[config.mk]
export PLATFORM = sky130hd
export DESIGN_NAME = busHandover
export DESIGN_NICKNAME = d
export VERILOG_FILES = /design/src/rtl/busHandoverPkg.sv /design/src/rtl/busHandoverCtrl.sv /design/src/rtl/busHandoverPath.sv /design/src/rtl/busHandover.sv
export SDC_FILE = /design/constraint.sdc
export NUM_CORES = 1
export LEC_CHECK = 0
export BUFFER_PORTS_ARGS = -buffer_cell sky130_fd_sc_hd__buf_2
export CAP_MARGIN = 20
export CORE_ASPECT_RATIO = 0.9
export CORE_MARGIN = 2
export CORE_UTILIZATION = 45
export DETAILED_ROUTE_END_ITERATION = 12
export PLACE_DENSITY = 0.7
export SKIP_CTS_REPAIR_TIMING = 1
export SLEW_MARGIN = 20
export SYNTH_ARGS = -nofsm -noshare
export SYNTH_HDL_FRONTEND = slang
export SYNTH_SLANG_ARGS = --single-unit
[constraint.sdc]
create_clock -name clk -period 3.98 [get_ports clk]
set_clock_uncertainty 0.2 [all_clocks]
set_input_delay 0.796 -clock clk [delete_from_list [all_inputs] [get_ports clk]]
set_output_delay 0.796 -clock clk [all_outputs]
set_load 0.005 [all_outputs]
[src/rtl/busHandoverPkg.sv]
package busHandoverPkg;

  typedef enum logic [1:0] {
    ST_RUN     = 2'd0,
    ST_FLOAT   = 2'd1,
    ST_GRANT   = 2'd2,
    ST_RELEASE = 2'd3
  } hoState_t;

  // strobes from control to datapath
  typedef struct packed {
    logic floatBus;
    logic ackOn;
    logic stall;
    logic clearCnt;
    logic countEn;
  } hoStrobe_t;

endpackage

[src/rtl/busHandoverCtrl.sv]
module busHandoverCtrl
  import busHandoverPkg::*;
(
  input  logic      clk,
  input  logic      rstN,
  input  logic      reqActive,
  input  logic      cycleEnd,
  input  logic      nmiPend,
  output hoStrobe_t strobe,
  output logic      nmiTake
);

  hoState_t stateQ, stateD;
  logic     takeBus;

  // the handover is only decided on a machine-cycle boundary
  assign takeBus = (stateQ == ST_RUN) && cycleEnd && reqActive;

  always_comb begin
    stateD = stateQ;
    unique case (stateQ)
      ST_RUN:     if (takeBus) stateD = ST_FLOAT;
      ST_FLOAT:   stateD = ST_GRANT;
      ST_GRANT:   if (!reqActive) stateD = ST_RELEASE;
      ST_RELEASE: stateD = ST_RUN;
      default:    stateD = ST_RUN;
    endcase
  end

  always_ff @(posedge clk or negedge rstN) begin
    if (!rstN) stateQ <= ST_RUN;
    else       stateQ <= stateD;
  end

  always_comb begin
    strobe.floatBus = (stateQ == ST_FLOAT) || (stateQ == ST_GRANT);
    strobe.ackOn    = (stateQ == ST_GRANT);
    strobe.stall    = (stateQ != ST_RUN);
    strobe.clearCnt = takeBus;
    strobe.countEn  = (stateQ == ST_GRANT);
  end

  // a bus request at the same boundary wins over the NMI
  assign nmiTake = (stateQ == ST_RUN) && cycleEnd && nmiPend && !reqActive;

endmodule

[src/rtl/busHandoverPath.sv]
module busHandoverPath
  import busHandoverPkg::*;
#(
  parameter int SYNC_STAGES = 2,
  parameter int CNT_W       = 16
) (
  input  logic             clk,
  input  logic             rstN,
  input  logic             extReqN,
  input  logic             coreDataDrive,
  input  hoStrobe_t        strobe,
  output logic             reqActive,
  output logic             addrOe,
  output logic             dataOe,
  output logic [3:0]       strobeOe,
  output logic             statusOe,
  output logic             ackN,
  output logic             coreStall,
  output logic [CNT_W-1:0] grantCount
);

  localparam logic [CNT_W-1:0] CNT_MAX = {CNT_W{1'b1}};

  logic [SYNC_STAGES-1:0] syncQ;
  logic [CNT_W-1:0]       cntQ;

  // synchroniser chain, resets to the idle (high) level
  always_ff @(posedge clk or negedge rstN) begin
    if (!rstN) syncQ[0] <= 1'b1;
    else       syncQ[0] <= extReqN;
  end

  for (genvar g = 1; g < SYNC_STAGES; g++) begin : gSync
    always_ff @(posedge clk or negedge rstN) begin
      if (!rstN) syncQ[g] <= 1'b1;
      else       syncQ[g] <= syncQ[g-1];
    end
  end

  assign reqActive = ~syncQ[SYNC_STAGES-1];

  // granted-cycle counter, saturating
  always_ff @(posedge clk or negedge rstN) begin
    if (!rstN)                                cntQ <= '0;
    else if (strobe.clearCnt)                 cntQ <= '0;
    else if (strobe.countEn && cntQ != CNT_MAX) cntQ <= cntQ + 1'b1;
  end

  assign grantCount = cntQ;
  assign addrOe     = ~strobe.floatBus;
  assign dataOe     = coreDataDrive & ~strobe.floatBus;
  assign strobeOe   = {4{~strobe.floatBus}};
  assign statusOe   = 1'b1;
  assign ackN       = ~strobe.ackOn;
  assign coreStall  = strobe.stall;

endmodule

[src/rtl/busHandover.sv]
module busHandover
  import busHandoverPkg::*;
#(
  parameter int SYNC_STAGES = 2,
  parameter int CNT_W       = 16
) (
  input  logic             clk,
  input  logic             rstN,
  input  logic             extReqN,
  input  logic             cycleEnd,
  input  logic             nmiPend,
  input  logic             coreDataDrive,
  output logic             addrOe,
  output logic             dataOe,
  output logic [3:0]       strobeOe,
  output logic             statusOe,
  output logic             ackN,
  output logic             coreStall,
  output logic             nmiTake,
  output logic [CNT_W-1:0] grantCount
);

  hoStrobe_t strobe;
  logic      reqActive;

  busHandoverCtrl ctrl_i (
    .clk       (clk),
    .rstN      (rstN),
    .reqActive (reqActive),
    .cycleEnd  (cycleEnd),
    .nmiPend   (nmiPend),
    .strobe    (strobe),
    .nmiTake   (nmiTake)
  );

  busHandoverPath #(
    .SYNC_STAGES (SYNC_STAGES),
    .CNT_W       (CNT_W)
  ) path_i (
    .clk           (clk),
    .rstN          (rstN),
    .extReqN       (extReqN),
    .coreDataDrive (coreDataDrive),
    .strobe        (strobe),
    .reqActive     (reqActive),
    .addrOe        (addrOe),
    .dataOe        (dataOe),
    .strobeOe      (strobeOe),
    .statusOe      (statusOe),
    .ackN          (ackN),
    .coreStall     (coreStall),
    .grantCount    (grantCount)
  );

endmodule

==> summary.md <==
| Metric | Value |
|---|---|
| GRT Total Usage | 0.201 |
| Synth Flop Type | dfrtp_1 |
| Min cycle time layout | 2480 ps |
| Lkg Pwr | 0.615 nW |
| WL final | about 2600 um |
| Worst setup SP type | register |
| Post-synthesis sequential area ratio | 0.435 |
| Worst setup path start | ctrl_i.stateQ[0]$_DFFE_PN0P_ |
| Yosys top cell by area | dfrtp_1 |
| First-pass GRT wire length | 4650 um |
| Cell area after synthesis | between 1000 and 1500 sq um |
| CTS clk-pin slew, worst paths | approximately 100 ps |
| Io pins | 32 |
| Setup CP Type | register to output port |
| Final setup violation count | 0 |
| RSZ-0062 raised after global routing | false |
| CP arrival | between 1000 and 1500 ps |
| Die area | 2990 sq um |
| Via density | 5.99 |
| DRC errors left | 0 |
| Final hold violations | 0 |
| Hold path start | path_i.syncQ[0]$_DFF_PN1_ |
| Max Freq | ~400 MHz |
| Synth top area share | 0.390 |
| Most common cell in the netlist | dfrtp_1 |
| DRT iter0 DRCs | 80 |
| Largest cells by area after synthesis | dfrtp_1, a21oi_1, dfstp_2 |
| CTS Buf Count | 3 |
| Antenna violations before repair | 0 |
| Worst-path fanout max | 7 |
| Clk sinks | 20 |
| Slew @ Worst Pin | just over 900 ps |
| Maximum number of pins on one net before global-route repair | 21 |
| Nets | around 160 |
| Final RePlAce weighted congestion | between 0.8 and 0.9 |
| # Max-Cap Violations | 0 |
| Slew Limit Fails | 0 |
| Power density cells | 577 nW/um^2 |
| Ys async rst share | 1.00 |
| # diodes | 0 |
| Avg Cell Area, Syn | 9.25 sq um |
| Die Span Y | between 50 and 60 um |
| Share of cells above drive strength 1 | 0.270 |
| YS warnings | 0 |
| Syn_nets | between 100 and 150 |
| Worst-case clock buffer depth | 2 |
| Latest clock arrival within the worst-skew pair | 300 ps |
| CTS tree | done |
| Worst path required time | 2980 ps |
| Wire per inst | 14.6 um |
| Max rail drop VDD | 314 uV |
| Area Overhead vs Synth | 14.8% |
| Relative slew slack | 0.388 |
| Part of the cycle the worst path needs | 0.623 |
| Area after DPL | 1290 sq um |
| Vias | 1079 |
| Dpl cells | 176 |
| Critical path endpoint category | output port |
| Synth cell types | 35 |
| Number of synthesized flops with an enable pin | 0 |
| Final antenna-violating net count | 0 |
| Total power | 766 uW |
| Post-Synthesis Cells | 125 |
| Vias in the first global route | 981 |
| Worst hold path class | register to register |
| Horiz. Die Dim | 57.4 um |
| Core Region | between 2000 and 2500 sq um |
| Synth cell count leaders | dfrtp_1, a21oi_1, nor2_1 |
| Synth Register Bits | 20 |
| Port Buffer Count | 30 |
| Finished layout cell area | about 1300 sq um |
| GRT overflow | 0 |
| Row count | 17 |
| H-tree levels | 1 |
| Setup TNS | 0 ps |
| Non-filler cells, final | 180 |
| Worst r2r src | ctrl_i.stateQ[0]$_DFFE_PN0P_ |
| DRT Pass-1 Iters | 4 |
| Detailed-placement wirelength estimate | a little under 2000 um |
| Starting Density | 0.473 |
| CTS root buf | clkbuf_4 |
| Status | completed |
-- where the power goes --
part	switching, mW	leakage [nW]	internal (mW)
Combinational	0.177	0.333	0.148
Sequential	0.0729	0.262	0.253
Clock	0.0601	0.0210	0.0558
-- state kept, by name (all words and copies together), names as in the netlist --
name / cells
ctrl_i.stateQ: 2
path_i.syncQ: 2
path_i.grantCount: 16
-- layer usage --
metal	wire [um]	global-route usage
met1	1140	0.277
met3	180	0.0547
met2	1310	0.324
met5	0	0
met4	0	0.0271
-- worst paths after layout --
path | slack [ps] | endpoint | cells after the start
worst max-delay path | 1500 | ackN | 4
worst min-delay path | 160 | path_i.syncQ[1]$_DFF_PN1_ | 0
worst max register to register | 1590 | path_i.grantCount[15]$_DFFE_PN0P_ | 6
worst min register to register | 160 | path_i.syncQ[1]$_DFF_PN1_ | 0
max in group asynchronous | 3040 | path_i.syncQ[0]$_DFF_PN1_ | 1
min in group asynchronous | 210 | path_i.grantCount[11]$_DFFE_PN0P_ | 1
-- logic make-up after synthesis --
| logic type | share of synthesized area |
|---|---|
| buf+inv | 0.0660 |
| compound gates | 0.176 |
| flops | 0.435 |
| xor+xnor | 0.00758 |
| mux | 0.00866 |
| simple gates | 0.271 |
| fa+ha+maj | 0.0325 |
| other cells | 0.00324 |
-- area by class of cell --
type / instances / area [sq um]
Multi-Input combinational cell: 91 / 577
Fill cell: 232 / 1120
Timing Repair Buffer: 30 / 150
Clock buffer: 4 / 36.3
Inverter: 7 / 26.3
Tap cell: 28 / 35.0
Sequential cell: 20 / 503
-- critical path: stages, from the launching register on --
cell	delay (ps)
dfrtp_1	410
inv_1	100
ha_1	360
inv_1	150
buf_2	160
-- placed cells by master, fill, tap and decap left out, types with 2 or more instances in the layout --
master	Yosys	final
a21oi_1	12	12
a41oi_1	2	2
and4_1	4	4
buf_2	1	30
clkbuf_4	0	3
dfrtp_1	18	18
dfstp_2	2	2
ha_1	3	3
inv_1	7	7
nand2_1	7	7
nand2b_1	2	2
nand3_1	6	6
nand4_1	7	7
nor2_1	10	10
nor3_1	6	6
nor4_1	2	2
o21ai_0	6	6
o31ai_1	4	4
or3_1	3	3
or4_1	2	2
-- stage by stage --
stage                     hold WS (ps)   util  setup slack [ps]
after global routing               168  0.543              1350
after floorplan                    145      -              1830
final                              163  0.543              1500
after detailed placement           149  0.528              1600
after CTS                          166  0.543              1500
after global placement             147  0.528              1650
No activity file was read; power rests on OpenSTA's default activity.
